### config.mk
export PLATFORM = sky130hd
export DESIGN_NAME = alu4_core
export DESIGN_NICKNAME = d
export VERILOG_FILES = /design/src/rtl/alu4_pkg.sv /design/src/rtl/alu4_arith.sv /design/src/rtl/alu4_logic.sv /design/src/rtl/alu4_cmp.sv /design/src/rtl/alu4_display.sv /design/src/rtl/alu4_core.sv
export SDC_FILE = /design/constraint.sdc
export NUM_CORES = 1
export LEC_CHECK = 0
export BUFFER_PORTS_ARGS = -buffer_cell sky130_fd_sc_hd__clkbuf_2
export CELL_PAD_IN_SITES_DETAIL_PLACEMENT = 1
export CELL_PAD_IN_SITES_GLOBAL_PLACEMENT = 1
export CORE_MARGIN = 2
export CORE_UTILIZATION = 40
export DETAILED_ROUTE_END_ITERATION = 10
export PLACE_DENSITY_LB_ADDON = 0.1
export SLEW_MARGIN = 30
export SYNTH_ARGS = -nofsm -noshare
export SYNTH_HDL_FRONTEND = slang
export SYNTH_HIERARCHICAL = 1
export SYNTH_SLANG_ARGS = --single-unit
### constraint.sdc
create_clock -name vclk -period 3.2
set_input_delay 0.32 -clock vclk [all_inputs]
set_output_delay 0.32 -clock vclk [all_outputs]
set_load 0.005 [all_outputs]
### src/rtl/alu4_pkg.sv
package alu4_pkg;

    localparam int OPW = 4;
    localparam int SEGW = 7;

    typedef enum logic [1:0] {
        ARI_ADD = 2'b00,
        ARI_SUB = 2'b01,
        ARI_NEG = 2'b10,
        ARI_INC = 2'b11
    } arith_op_e;

    typedef enum logic [1:0] {
        LOG_AND  = 2'b00,
        LOG_OR   = 2'b01,
        LOG_XOR  = 2'b10,
        LOG_NOTA = 2'b11
    } logic_op_e;

    typedef struct packed {
        logic lt;
        logic gt;
        logic eq;
    } cmp_flags_t;

    typedef struct packed {
        logic add_c;
        logic sub_c;
    } carry_pair_t;

    function automatic logic [SEGW-1:0] hex_to_seg(input logic [3:0] v);
        logic [SEGW-1:0] p;
        case (v)
            4'h0: p = 7'h3F;
            4'h1: p = 7'h06;
            4'h2: p = 7'h5B;
            4'h3: p = 7'h4F;
            4'h4: p = 7'h66;
            4'h5: p = 7'h6D;
            4'h6: p = 7'h7D;
            4'h7: p = 7'h07;
            4'h8: p = 7'h7F;
            4'h9: p = 7'h6F;
            4'hA: p = 7'h77;
            4'hB: p = 7'h7C;
            4'hC: p = 7'h39;
            4'hD: p = 7'h5E;
            4'hE: p = 7'h79;
            default: p = 7'h71;
        endcase
        return p;
    endfunction

endpackage

### src/rtl/alu4_arith.sv
module alu4_arith
    import alu4_pkg::*;
#(
    parameter int WIDTH = OPW
) (
    input  logic [WIDTH-1:0] a,
    input  logic [WIDTH-1:0] b,
    input  logic [1:0]       sel,
    output logic [WIDTH-1:0] f,
    output carry_pair_t      carries
);
    localparam int EXT = WIDTH + 1;
    localparam logic [EXT-1:0] ONE_EXT = EXT'(1);
    localparam int NCH = 4;

    logic [EXT-1:0] sum_w, dif_w, neg_w, inc_w;
    logic [WIDTH-1:0] chan [NCH];

    // Shared widened operands
    logic [EXT-1:0] a_ext, b_ext, bn_ext;
    assign a_ext  = {1'b0, a};
    assign b_ext  = {1'b0, b};
    assign bn_ext = {1'b0, ~b};

    assign sum_w = a_ext + b_ext;
    assign dif_w = a_ext + bn_ext + ONE_EXT;
    assign neg_w = bn_ext + ONE_EXT;
    assign inc_w = a_ext + ONE_EXT;

    assign chan[ARI_ADD] = sum_w[WIDTH-1:0];
    assign chan[ARI_SUB] = dif_w[WIDTH-1:0];
    assign chan[ARI_NEG] = neg_w[WIDTH-1:0];
    assign chan[ARI_INC] = inc_w[WIDTH-1:0];

    logic unused_hi;
    assign unused_hi = neg_w[WIDTH] ^ inc_w[WIDTH];

    assign f = chan[sel];
    assign carries.add_c = sum_w[WIDTH];
    assign carries.sub_c = dif_w[WIDTH];
endmodule

### src/rtl/alu4_logic.sv
module alu4_logic
    import alu4_pkg::*;
#(
    parameter int WIDTH = OPW
) (
    input  logic [WIDTH-1:0] a,
    input  logic [WIDTH-1:0] b,
    input  logic [1:0]       sel,
    output logic [WIDTH-1:0] f
);
    localparam int NCH = 4;
    logic [WIDTH-1:0] chan [NCH];

    for (genvar i = 0; i < WIDTH; i++) begin : g_bit
        assign chan[LOG_AND][i]  = a[i] & b[i];
        assign chan[LOG_OR][i]   = a[i] | b[i];
        assign chan[LOG_XOR][i]  = a[i] ^ b[i];
        assign chan[LOG_NOTA][i] = ~a[i];
    end

    assign f = chan[sel];
endmodule

### src/rtl/alu4_cmp.sv
module alu4_cmp
    import alu4_pkg::*;
#(
    parameter int WIDTH = OPW
) (
    input  logic [WIDTH-1:0] a,
    input  logic [WIDTH-1:0] b,
    output cmp_flags_t       flags
);
    always_comb begin
        flags.eq = (a == b);
        flags.gt = (a > b);
        flags.lt = ~flags.eq & ~flags.gt;
    end
endmodule

### src/rtl/alu4_display.sv
module alu4_display
    import alu4_pkg::*;
#(
    parameter int WIDTH = OPW
) (
    input  logic             mode,
    input  logic [1:0]       sel,
    input  logic [WIDTH-1:0] f,
    input  cmp_flags_t       flags,
    input  carry_pair_t      carries,
    output logic [SEGW-1:0]  seg,
    output logic [WIDTH-1:0] led_res,
    output logic [2:0]       led_cmp,
    output logic             led_ovf
);
    logic arith_on;
    assign arith_on = ~mode;

    always_comb begin
        seg     = '0;
        led_res = '0;
        led_cmp = '0;
        led_ovf = 1'b0;
        if (arith_on) begin
            seg = hex_to_seg(f[3:0]);
            case (arith_op_e'(sel))
                ARI_ADD: led_ovf = carries.add_c;
                ARI_SUB: led_ovf = carries.sub_c;
                default: led_ovf = 1'b0;
            endcase
        end else begin
            led_res = f;
            led_cmp = flags;
        end
    end
endmodule

### src/rtl/alu4_core.sv
module alu4_core
    import alu4_pkg::*;
#(
    parameter int WIDTH = OPW
) (
    input  logic [WIDTH-1:0] a,
    input  logic [WIDTH-1:0] b,
    input  logic             mode,
    input  logic [1:0]       sel,
    output logic [WIDTH-1:0] f,
    output logic             co,
    output logic             cs,
    output logic             eq,
    output logic             gt,
    output logic             lt,
    output logic [SEGW-1:0]  seg,
    output logic [WIDTH-1:0] led_res,
    output logic [2:0]       led_cmp,
    output logic             led_ovf
);
    logic [WIDTH-1:0] arith_f, logic_f;
    carry_pair_t      carries;
    cmp_flags_t       flags;

    alu4_arith #(.WIDTH(WIDTH)) u_arith (
        .a(a), .b(b), .sel(sel), .f(arith_f), .carries(carries)
    );

    alu4_logic #(.WIDTH(WIDTH)) u_logic (
        .a(a), .b(b), .sel(sel), .f(logic_f)
    );

    alu4_cmp #(.WIDTH(WIDTH)) u_cmp (
        .a(a), .b(b), .flags(flags)
    );

    // Two-channel result mux steered by mode
    assign f  = mode ? logic_f : arith_f;
    assign co = carries.add_c;
    assign cs = carries.sub_c;
    assign eq = flags.eq;
    assign gt = flags.gt;
    assign lt = flags.lt;

    alu4_display #(.WIDTH(WIDTH)) u_disp (
        .mode(mode), .sel(sel), .f(f), .flags(flags), .carries(carries),
        .seg(seg), .led_res(led_res), .led_cmp(led_cmp), .led_ovf(led_ovf)
    );
endmodule

==> metrics.md <==
| Metric | Value |
|---|---|
| Status | `complete, no violations` |
| Post-route setup slack | `107 ps` |
| Fmax | `0.323 GHz` |
| Share of post-route cells with drive strength above 1 | `32.1%` |
| Distinct cell type count of the synthesized netlist | `39` |
| Reg power frac | `0%` |
| First-pass GRT wire length | `5430 um` |
| Via count | `1157` |
| Initial DRC Count | `44` |
| Top-area cell type share of the netlist area | `29.5%` |
| Die height | `58.5 um` |
| # DRC | `0` |
| Nets | `233` |
| Crit path time final | `3090 ps` |
| Pwr dens | `197 nW/um^2` |
| Placer Congestion | `0.798` |
| Rows | `19` |
| HP Class | `in2out` |
| Clkbuf count | `0` |
| Initial core utilization | `42.6%` |
| FF+latch area | `0 sq um` |
| Cts hold-fix bufs | `0` |
| WL final | `3080 um` |
| Io pins | `35` |
| PortBufs | `35` |
| Largest area contributor in the netlist | `ha_1` |
| Largest net degree at the start of global routing | `20` |
| Synth Cell Area | `1190 sq um` |
| Hold Startpoint | `sel[1]` |
| Worst vdd ir | `0.128 mV` |
| Net Sw Power | `151 uW` |
| Comb pwr share | `100.0%` |
| Die X | `58.5 um` |
| Clock share of power | `0%` |
| Mapped Nets | `190` |
| Final Hold Vio Count | `0` |
| Area growth syn-to-layout | `23.3%` |
| Crit Path Category | `in2out` |
| Pre-CTS WS | `-8.84 ps` |
| Worst path buffer plus inverter count | `5` |
| Post-route ant nets | `0` |
| GRT overflow | `0` |
| Setup Viol. Count Final | `0` |
| Switching Fraction | `52.3%` |
| Area contributors post-synth | `ha_1, inv_1, mux4_1, mux2_2, mux2i_1` |
| Most frequent cells in the layout | `clkbuf_2, inv_1, ha_1, buf_4, nor2_1` |
| Commonest non-fill, non-tap cell in the layout | `clkbuf_2` |
| Initial antenna violation count | `0` |
| Worst rel slew slack | `71.1%` |
| Core Area | `2780 sq um` |
| Seq Cell Count | `0` |
| Crit-path max FO | `5` |
| Int Power | `138 uW` |
| Dpl hpwl | `2630 um` |
| Max Cap Viol | `0` |
| DRT Pass-1 Iters | `4` |
| RSZ-0062 raised after global routing | `yes` |
| Crit-path cells | `clkbuf_2 -> ha_2 -> inv_1 -> fa_1 -> nor2_1 -> a211oi_1 -> a21oi_1 -> mux2_4 -> inv_2 -> ha_1 -> inv_1 -> mux4_2 -> nor2_2 -> clkbuf_2` |
| Syn Inst Count | `149` |
| Ys Warns | `6` |
| Drt wl/cell | `14.0 um` |
| Design Power | `289 uW` |
| Post-synthesis average cell area | `7.96 sq um` |
| Hold path depth | `4` |
| Seq/Total Area, Yosys | `0%` |
| CP delay by family, top | `adder cells` |
| Diode count | `0` |
| Stages on worst setup path | `14` |
| Fin. max-slew vios | `0` |
| Crit path DAT | `2770 ps` |
| Worst path required time | `2880 ps` |
| Hold slack | `1150 ps` |
| All-layer global routing usage | `19.9%` |
| Slew @ Worst Pin | `434 ps` |
| LEAKAGE | `0.826 nW` |
| CP Capture Type | `output port` |
| Critical path launch point type | `input port` |
| DR vias/cell | `5.24` |
| Crit-path max cell delay | `480 ps` |
| Fin crit share | `96.7%` |
| Min-Delay Endpoint | `led_ovf` |
| Number of global-route vias before repair | `1183` |
| Slowest CP cell | `fa_1` |
| DIE AREA | `3420 sq um` |
| Fillers | `370` |
## what timing repair did
action / 4_1_cts / 5_1_grt
buffers inserted: 0 / 1
endpoints found under the setup margin: 1 / 5
resized for setup: 1 / 4
gates cloned: 0 / 0
pin swaps: 0 / 2
## power by group through the flow
stage / logic, mW / registers (mW) / clock network, mW
finish: 0.289 / 0 / 0
CTS: 0.285 / 0 / 0
global placement: 0.271 / 0 / 0
global route: 0.327 / 0 / 0
detailed placement: 0.284 / 0 / 0
floorplan: 0.182 / 0 / 0
## final cells by class
cell class	count	area [sq um]	area share [%]
Timing Repair Buffer	46	258	17.6
Multi-Input combinational cell	114	1050	72.0
Tap cell	31	38.8	2.65
Inverter	30	113	7.70
## cells by family (layout without fill, tap and decap cells)
kind of cell    after synthesis  in the layout  share of synthesized area, %
mux                          15             15                          19.7
buf+inv                      35             76                          12.2
xor+xnor                      5              5                          3.69
compound gates               24             24                          14.9
fa+ha+maj                    30             30                          32.9
simple gates                 40             40                          16.6
## per-layer routing
metal	share of wire [%]	global-route usage, %	routed length [um]
met1	43	24.5	1330
met3	3.6	0.879	111
met4	0.75	1.66	23
met5	0	0	0
met2	52	39.0	1620
## worst max path at each step
stage / startpoint / to / slack, ps
finish: b[0] / seg[3] / 110
global route: b[0] / seg[2] / -20
detailed placement: b[0] / seg[3] / -9
global placement: b[0] / seg[3] / 40
floorplan: a[0] / seg[3] / 450
CTS: b[0] / seg[3] / 30
## cells in the mapped netlist
| library cell | n |
|---|---|
| inv_1 | 29 |
| ha_1 | 28 |
| nor2_1 | 12 |
| and2_1 | 7 |
| nand2_1 | 7 |
| a21oi_1 | 5 |
| mux2_2 | 5 |
| mux2i_1 | 5 |
| nor2b_1 | 5 |
| mux4_1 | 4 |
| nor3_1 | 4 |
| o21ai_0 | 4 |
| xor2_1 | 3 |
| a211oi_1 | 2 |
| buf_2 | 2 |
| fa_1 | 2 |
| nand2b_1 | 2 |
| xnor2_1 | 2 |
| a211oi_2 | 1 |
| a21oi_2 | 1 |
| a221oi_1 | 1 |
| a221oi_2 | 1 |
| a311oi_1 | 1 |
| a31o_1 | 1 |
| a31o_2 | 1 |
| buf_4 | 1 |
| buf_6 | 1 |
| clkbuf_1 | 1 |
| inv_2 | 1 |
| mux4_2 | 1 |
| nand3_1 | 1 |
| nor2_2 | 1 |
| o211ai_1 | 1 |
| o21ai_1 | 1 |
| o21bai_1 | 1 |
| o22ai_1 | 1 |
| o311a_1 | 1 |
| o41ai_1 | 1 |
| or3_1 | 1 |
## stage by stage
stage | cell area, sq um | cells | setup TNS [ps] | utilization, %
after global routing | 1460 | 221 | -24.8 | 52.6
after global placement | 1440 | 220 | 0 | 51.9
final | 1460 | 221 | 0 | 52.6
after floorplan | 1190 | 149 | 0 | -
after detailed placement | 1440 | 220 | -8.84 | 51.9
after CTS | 1440 | 220 | 0 | 51.9
(Power assumes the default switching activity.)
